File: src/rtl/pwm_fault_pkg.sv
package pwm_fault_pkg;
   typedef enum logic {
      EDGE_RISE = 1'b0,
      EDGE_FALL = 1'b1
   } edge_sel_e;

   // Picks the detected edge that matches the selected polarity.
   function automatic logic edge_pick(input edge_sel_e sel, input logic rise, input logic fall);
      return (sel == EDGE_FALL) ? fall : rise;
   endfunction
endpackage

File: src/rtl/fault_sync_edge.sv
module fault_sync_edge #(
   parameter int STAGES = 2
) (
   input  logic clk,
   input  logic rst_n,
   input  logic async_in,
   output logic rise,
   output logic fall
);
   localparam int LAST = STAGES - 1;

   logic [LAST:0] chain;
   logic          prev_q;

   generate
      if (STAGES < 2) begin : g_bad
         $error("fault_sync_edge: STAGES must be at least 2");
      end
   endgenerate

   always_ff @(posedge clk or negedge rst_n) begin
      if (!rst_n) begin
         chain  <= '0;
         prev_q <= 1'b0;
      end else begin
         chain  <= {chain[LAST-1:0], async_in};
         prev_q <= chain[LAST];
      end
   end

   assign rise =  chain[LAST] & ~prev_q;
   assign fall = ~chain[LAST] &  prev_q;
endmodule

File: src/rtl/fault_flag_latch.sv
module fault_flag_latch (
   input  logic clk,
   input  logic rst_n,
   input  logic set_evt,
   input  logic clr,
   output logic flag
);
   always_ff @(posedge clk or negedge rst_n) begin
      if (!rst_n)       flag <= 1'b0;
      else if (set_evt) flag <= 1'b1;   // a new fault beats a simultaneous clear
      else if (clr)     flag <= 1'b0;
   end
endmodule

File: src/rtl/pad_kill.sv
module pad_kill #(
   parameter int NCH = 8
) (
   input  logic           kill,
   input  logic [NCH-1:0] ch_oe,
   output logic [NCH-1:0] pad_drive
);
   generate
      for (genvar i = 0; i < NCH; i++) begin : g_ch
         assign pad_drive[i] = ch_oe[i] & ~kill;
      end
   endgenerate
endmodule

File: src/rtl/pwm_fault_guard.sv
module pwm_fault_guard
   import pwm_fault_pkg::*;
#(
   parameter int NCH         = 8,
   parameter int SYNC_STAGES = 2
) (
   input  logic           clk,
   input  logic           rst_n,
   input  logic           fd_en,
   input  logic           cmp_en,
   input  logic           cmp_fall,
   input  logic           pin_en,
   input  logic           pin_fall,
   input  logic           hiz_mode,
   input  logic           irq_en,
   input  logic           flag_clr,
   input  logic           cmp_in,
   input  logic           flt_in,
   input  logic [NCH-1:0] ch_oe,
   output logic [NCH-1:0] pad_drive,
   output logic           fault_flag,
   output logic           irq
);
   localparam int NSRC = 2;

   generate
      if (NCH < 1) begin : g_bad_nch
         $error("pwm_fault_guard: NCH must be at least 1");
      end
   endgenerate

   logic [NSRC-1:0] src_in, src_en, src_rise, src_fall, src_hit;
   edge_sel_e       src_sel [NSRC];

   assign src_in  = {flt_in, cmp_in};
   assign src_en  = {pin_en, cmp_en};
   assign src_sel[0] = edge_sel_e'(cmp_fall);
   assign src_sel[1] = edge_sel_e'(pin_fall);

   generate
      for (genvar s = 0; s < NSRC; s++) begin : g_src
         fault_sync_edge #(.STAGES(SYNC_STAGES)) u_sync (
            .clk      (clk),
            .rst_n    (rst_n),
            .async_in (src_in[s]),
            .rise     (src_rise[s]),
            .fall     (src_fall[s])
         );
         assign src_hit[s] = src_en[s] & edge_pick(src_sel[s], src_rise[s], src_fall[s]);
      end
   endgenerate

   logic fault_evt;
   assign fault_evt = fd_en & (|src_hit);

   fault_flag_latch u_flag (
      .clk     (clk),
      .rst_n   (rst_n),
      .set_evt (fault_evt),
      .clr     (flag_clr),
      .flag    (fault_flag)
   );

   pad_kill #(.NCH(NCH)) u_pads (
      .kill      (fault_flag & hiz_mode),
      .ch_oe     (ch_oe),
      .pad_drive (pad_drive)
   );

   assign irq = fault_flag & irq_en;
endmodule

File: config.mk
export PLATFORM = sky130hd
export DESIGN_NAME = pwm_fault_guard
export DESIGN_NICKNAME = d
export VERILOG_FILES = /design/src/rtl/pwm_fault_pkg.sv /design/src/rtl/fault_sync_edge.sv /design/src/rtl/fault_flag_latch.sv /design/src/rtl/pad_kill.sv /design/src/rtl/pwm_fault_guard.sv
export SDC_FILE = /design/constraint.sdc
export NUM_CORES = 1
export LEC_CHECK = 0
export ABC_AREA = 1
export BUFFER_PORTS_ARGS = -buffer_cell sky130_fd_sc_hd__buf_2
export CORE_AREA = 2 2 39 41
export DETAILED_ROUTE_END_ITERATION = 7
export DIE_AREA = 0 0 41 43
export HOLD_SLACK_MARGIN = 0.15
export PLACE_DENSITY = 0.62
export SLEW_MARGIN = 20
export SYNTH_ARGS = -nofsm -noshare
export SYNTH_HDL_FRONTEND = slang
export SYNTH_SLANG_ARGS = --single-unit
File: constraint.sdc
create_clock -name clk -period 0.8 [get_ports clk]
set_input_delay 0.08 -clock clk [delete_from_list [all_inputs] [get_ports clk]]
set_output_delay 0.08 -clock clk [all_outputs]
set_load 0.02 [all_outputs]
==> summary.md, run 1 <==
| Metric | Value |
|---|---|
| Final antenna-violating net count | 0 |
| WL met2 | 614 µm |
| Final wirelength | 960 µm |
| Placed cell count | 94 |
| Clock latency on the worst-skew pair | 0.24 ns |
| Count of cell types in the netlist | 6 |
| WP data arrival | 1.02 ns |
| Final worst-path cycle share | 137% |
| Pleak | 0.426 nW |
| Worst Tran Pin Value | 0.155 ns |
| Area occupied by multi-input gates | 178 µm² |
| Rows | 14 |
| Startpoint Class | flip-flop |
| Post-route cell area | 733 µm² |
| GRT Util Overall | 12.4% |
| Total grt overflow | 0 |
| Wl on met1 | 281 µm |
| Tmin final | 1.10 ns |
| Met3 wire length | 65 µm |
| Internal power | 0.000748 W |
| CP required | 0.72 ns |
| Sequential area share after synthesis | 52.0% |
| Crit end category | primary output |
| Setup CP Type | reg -> out |
| Crit path largest cell delay | 0.42 ns |
| Synthesized area | 337 µm² |
| Cell depth of the worst flop-to-flop path | 7 |
| DR vias/cell | 3.90 |
| Synthesis-to-finish area growth | 118% |
| Post-layout worst setup margin | -0.296 ns |
| TritonCTS Sinks | 7 |
| Post-detail-place hpwl | 562 µm |
| Switching share of power | 29.6% |
| Hold Crit Class | in -> reg |
| Share of cells above drive strength 1 | 57.5% |
| Mapped Cells | 48 |
| Gate power share | 34.7% |
| Clock-pin slew on the worst setup and hold paths | 0.05 ns |
| I/O Buffers | 29 |
| Root buf cell | clkbuf_4 |
| Register Area | 176 µm² |
| Post-place instance area | 541 µm² |
| Final hold vios | 0 |
| Die Area | 1760 µm² |
| Final slew viol count | 0 |
| Achievable Freq | 913 MHz |
| Die Y | 43 µm |
| Buf/Inv on CP | 3 |
| Most common cell after layout, fill and taps aside | buf_2 |
| Clock share of power | 28.6% |
| Yosys warns | 0 |
| PD cells | 1450 nW/µm² |
| Fin cells | 103 |
| Fillers | 127 |
| Largest net degree at the start of global routing | 9 |
| Core area | 1380 µm² |
| Endpoint, Worst Hold | u_flag.flag$_DFFE_PN0P_ |
| Die X | 41 µm |
| Max_cap viols | 0 |
| FF-to-FF setup slack | -0.05 ns |
| CTS max path bufs | 2 |
| Routability congestion estimate | 0.657 |
| Final nets | 108 |
| Hold Path Cell Cnt | 5 |
| Final Power | 0.00106 W |
| Sequential share of power | 36.7% |
| Unrepaired setup endpoints after global routing | true |
| Register bit total from synthesis | 7 |
| P_sw | 0.000314 W |
| Status | finished, violations left |
| FF-to-FF End | u_flag.flag$_DFFE_PN0P_ |
| CP delay by family, top | flip-flops |
| Setup TNS | -2.89 ns |
| Post-route clock skew | 0.00165 ns |
| Residual DRC | 0 |
| Violated checks | setup timing |
| Mean Syn Cell Area | 7.01 µm² |
| Post-Syn Nets | 68 |
| Most frequent cells in the layout | buf_2, inv_1, nand2_1 |
| Vias in the first global route | 384 |
| Setup-failing EPs final | 11 |
| Slowest cell on crit path | dfrtp_2 |
| Detailed-route wire length per cell | 9.32 µm |
| Post-CTS Setup Bufs | 0 |
| Hold path start | pin_en |
| VDD IR max | 0.792 mV |
| CTS tree | built |
| Uppermost layer routed | met3 |
| Total CTS buffers | 3 |
| Initial DRC count | 5 |
| Stages on the worst setup path | 4 |
| DRT Pass-1 Iters | 2 |
| Io pins | 30 |
| # diodes | 0 |
| Slew headroom | 89.6% |
| First-pass GRT wire length | 1.41 mm |
| Via Count | 402 |
| Initial core utilization | 24.3% |
| Worst Path Max Fanout | 3 |
| CP Cell Sequence | buf_4 > nand2_2 > inv_2 > buf_6 |
| Post-Route Utilization | 53.0% |
| RR Startpoint | g_src[0].u_sync.chain[1]$_DFF_PN0_ |
| Initial antenna violation count | 0 |
| Htree depth | 1 |
## per-layer routing
metal,vias up,track usage [%]
met5,-,0
met1,177,9.00
met3,0,4.71
met4,0,4.00
met2,18,25.0
li1,207,-
## power groups by stage
stage	combinational, W	sequential, W	clock, W
2_1_floorplan	0.000131	0.000402	0
3_3_place_gp	0.000244	0.000393	0
3_5_place_dp	0.000246	0.000394	0
4_1_cts	0.000349	0.000391	0.000320
5_1_grt	0.000401	0.000393	0.000341
6_report	0.000368	0.000390	0.000304
## final cells by class
cell class | count | share of cell area, %
sequential | 7 | 24.1
multi-input combinational | 24 | 24.2
inverter | 17 | 9.73
clock buffer | 4 | 3.58
tap | 16 | 2.73
timing repair buffer | 35 | 35.7
## worst register-to-register path, cell delays in order, from the launching register on
cell and delay (ns):
dfrtp_1 0.38, inv_1 0.06, nand2_1 0.06, nand2_2 0.07, nand3_2 0.07, nand2_2 0.07, nand2_1 0.04, nand2_1 0.04
## registers in the layout (all words and copies together), names as in the netlist
signal	count
g_src.u_sync.chain	4
g_src.u_sync.prev_q	2
u_flag.flag	1
## kinds of logic after synthesis
group                  share of synthesized area, %
and+or+nand+nor                                29.0
DFF                                            52.0
buffers and inverters                          19.0
## per-stage QoR
stage	hold WS [ns]	setup slack (ns)
2_1_floorplan	-0.216	-0.0919
3_3_place_gp	-0.0839	-0.0547
3_5_place_dp	-0.0825	-0.0615
4_1_cts	0.170	-0.302
5_1_grt	0.201	-0.343
6_report	0.170	-0.296
## cells in the mapped netlist
cell	n	area (µm²)
inv_1	17	63.8
nand2_1	14	52.6
nor2_1	8	30.0
dfrtp_1	7	175
nand3_1	1	5.00
nand3_2	1	10.0
## worst max-delay path by stage
stage | slack [ns] | startpoint | end
after floorplan | -0.09 | u_flag.flag$_DFFE_PN0P_ | pad_drive[0]
after global placement | -0.05 | u_flag.flag$_DFFE_PN0P_ | pad_drive[1]
after detailed placement | -0.06 | u_flag.flag$_DFFE_PN0P_ | pad_drive[1]
after CTS | -0.30 | u_flag.flag$_DFFE_PN0P_ | irq
after global routing | -0.34 | u_flag.flag$_DFFE_PN0P_ | pad_drive[3]
final | -0.30 | u_flag.flag$_DFFE_PN0P_ | irq
## what timing repair did
action / 4_1_cts / 5_1_grt
hold endpoints to repair: 10 / 0
pin swaps: 2 / 1
endpoints found under the setup margin: 11 / 11
resized for setup: 28 / 6
hold buffers: 5 / 0
No activity file was read; power rests on OpenSTA's default activity.
==> run 2: changes to the inputs <==
--- a/config.mk
+++ b/config.mk
@@ -8,6 +8,7 @@
 export ABC_AREA = 1
 export BUFFER_PORTS_ARGS = -buffer_cell sky130_fd_sc_hd__buf_2
 export CORE_AREA = 2 2 39 41
+export CTS_BUF_LIST = sky130_fd_sc_hd__clkbuf_4
 export DETAILED_ROUTE_END_ITERATION = 7
 export DIE_AREA = 0 0 41 43
 export HOLD_SLACK_MARGIN = 0.15
==> run 2 against run 1 <==
Net effect:
- largest power group unchanged
- cell count unchanged
- critical endpoint unchanged
- clock-buffer cell count unchanged
- register-to-register slack about the same
- clock skew down 0.00067 ns
- critical path depth unchanged
- the run still ends with setup timing left
- core utilization up 0.090 points
- sequential share of layout area about the same
- via count down 0.50%
- combinational power about the same
- non-clock buffer count unchanged
- routed wire length down 2.6%
==> summary.md, run 2 (synthesized netlist as in run 1, its figures left out) <==
| Metric | Value |
|---|---|
| Status | finished, violations left |
| Violated checks | setup timing |
| # diodes | 0 (unchanged) |
| Die Y | 43 µm (unchanged) |
| Residual DRC | 0 (unchanged) |
| Tmin final | 1.10 ns (+0.00299 ns) |
| Crit end category | primary output |
| Post-layout worst setup margin | -0.299 ns (-0.00299 ns) |
| Max_cap viols | 0 (unchanged) |
| Rows | 14 (unchanged) |
| Final worst-path cycle share | 137% (+0.37 points) |
| Startpoint Class | flip-flop |
| Final hold vios | 0 (unchanged) |
| DR vias/cell | 3.88 (-0.50%) |
| Worst Tran Pin Value | 0.166 ns (+0.0110 ns) |
| Total CTS buffers | 3 (unchanged) |
| Initial antenna violation count | 0 (unchanged) |
| Initial core utilization | 24.3% (unchanged) |
| Post-detail-place hpwl | 562 µm (unchanged) |
| Post-place instance area | 541 µm² (unchanged) |
| Die X | 41 µm (unchanged) |
| Total grt overflow | 0 (unchanged) |
| Max FFs per register | 4 (unchanged) |
| Setup TNS | -2.89 ns (-0.00828 ns) |
| PD cells | 1500 nW/µm² (+3.2%) |
| First-pass GRT wire length | 1.39 mm (-1.0%) |
| Post-Route Utilization | 53.1% (+0.090 points) |
| Clock latency on the worst-skew pair | 0.24 ns (about the same) |
| CTS max path bufs | 2 (unchanged) |
| Pleak | 0.429 nW (+0.77%) |
| Vias in the first global route | 380 (-1.0%) |
| Detailed-route wire length per cell | 9.08 µm (-2.6%) |
| Fillers | 126 (-0.79%) |
| I/O Buffers | 29 (unchanged) |
| Biggest regs | g_src.u_sync.chain: 4 flops, g_src.u_sync.prev_q: 2 flops, u_flag.flag: 1 flops |
| Via Count | 400 (-0.50%) |
| Final wirelength | 935 µm (-2.6%) |
| Post-route cell area | 734 µm² (+0.17%) |
| Clock-pin slew on the worst setup and hold paths | 0.05 ns (about the same) |
| Achievable Freq | 910 MHz (-0.27%) |
| Most frequent cells in the layout | buf_2, inv_1, nand2_1 |
| Unrepaired setup endpoints after global routing | true |
| Reg with most FFs | g_src.u_sync.chain |
| Final nets | 108 (unchanged) |
| Slew headroom | 88.9% (-0.74 points) |
| Initial DRC count | 7 (+2) |
| Area occupied by multi-input gates | 175 µm² (-1.4%) |
| CP required | 0.72 ns (about the same) |
| WP data arrival | 1.02 ns (about the same) |
| Most common cell after layout, fill and taps aside | buf_2 |
| Routability congestion estimate | 0.657 (unchanged) |
| DRT Pass-1 Iters | 2 (unchanged) |
| Final slew viol count | 0 (unchanged) |
| Die Area | 1760 µm² (unchanged) |
| TritonCTS Sinks | 7 (unchanged) |
| Post-route clock skew | 0.000977 ns (-0.000669 ns) |
| Setup CP Type | reg -> out |
| Root buf cell | clkbuf_4 |
| VDD IR max | 0.796 mV (+0.42%) |
| Largest net degree at the start of global routing | 9 (unchanged) |
| CTS tree | built |
| Final antenna-violating net count | 0 (unchanged) |
| Share of cells above drive strength 1 | 57.5% (unchanged) |
| Worst Path Max Fanout | 3 (unchanged) |
| Core area | 1380 µm² (unchanged) |
| Register Area | 176 µm² (unchanged) |
| Io pins | 30 (unchanged) |
| Post-CTS Setup Bufs | 0 (unchanged) |
| Final Power | 0.00110 W (+3.3%) |
| GRT Util Overall | 12.4% (unchanged) |
| Setup-failing EPs final | 11 (unchanged) |
| Hold Crit Class | in -> reg |
| Synthesis-to-finish area growth | 118% |
| Htree depth | 1 (unchanged) |
## run 2: cell count changes in the layout (fill, tap and decap cells not counted)
cell / before / now
clkbuf_4: 3 / 4
nand2_1: 10 / 11
nand2_2: 3 / 2
clkbuf_1: 1 / 0
## run 2: timing repair
item	4_1_cts	5_1_grt
endpoints found under the hold margin	10	0
hold buffers	5	0
resized for setup	28	5
pin swaps	2	1
endpoints found under the setup margin	11	11
## run 2: layout make-up
class | instances | share of cell area (%)
Inverter | 17 | 9.71
Clock buffer | 4 | 4.09
Multi-Input combinational cell | 24 | 23.9
Tap cell | 16 | 2.73
Sequential cell | 7 | 24.0
Timing Repair Buffer | 35 | 35.6
## run 2: path summary, 6_finish.rpt
kind                                               startpoint  depth (start not counted)  slack, ns                            endpoint
max in group asynchronous                               rst_n                          2       0.44             u_flag.flag$_DFFE_PN0P_
min                                                    pin_en                          5       0.17             u_flag.flag$_DFFE_PN0P_
max                                   u_flag.flag$_DFFE_PN0P_                          4      -0.30                                 irq
max reg2reg                g_src[0].u_sync.chain[1]$_DFF_PN0_                          7      -0.04             u_flag.flag$_DFFE_PN0P_
min in group asynchronous                               rst_n                          2       0.19    g_src[1].u_sync.prev_q$_DFF_PN0_
min reg2reg                g_src[1].u_sync.chain[0]$_DFF_PN0_                          0       0.34  g_src[1].u_sync.chain[1]$_DFF_PN0_
## run 2: stage by stage
stage | setup slack, ns | cells | hold slack, ns
after detailed placement | -0.0615 | 94 | -0.0825
after CTS | -0.305 | 103 | 0.171
final | -0.299 | 103 | 0.171
after global placement | -0.0547 | 94 | -0.0839
after global routing | -0.346 | 103 | 0.195
after floorplan | -0.0919 | 48 | -0.216
## run 2: routing by layer
metal | wire length [µm] | GRT usage [%] | vias up
li1 | - | - | 209
met1 | 289 | 8.67 | 173
met2 | 574 | 25.3 | 18
met3 | 70 | 4.71 | 0
met4 | 0 | 4.00 | 0
met5 | 0 | 0 | -
## run 2: report_power, final
part	total (W)	switching (W)	internal, W	leakage [nW]
sequential	0.000390	0.0000127	0.000377	0.0813
clock	0.000341	0.000118	0.000223	0.0184
combinational	0.000367	0.000186	0.000181	0.330
total	0.00110	0.000317	0.000781	0.429
## run 2: critical path, cell delays in order (launching register included)
cell and delay [ns]:
dfrtp_2 0.42, buf_4 0.15, nand2_2 0.05, inv_2 0.04
buf_6 0.12
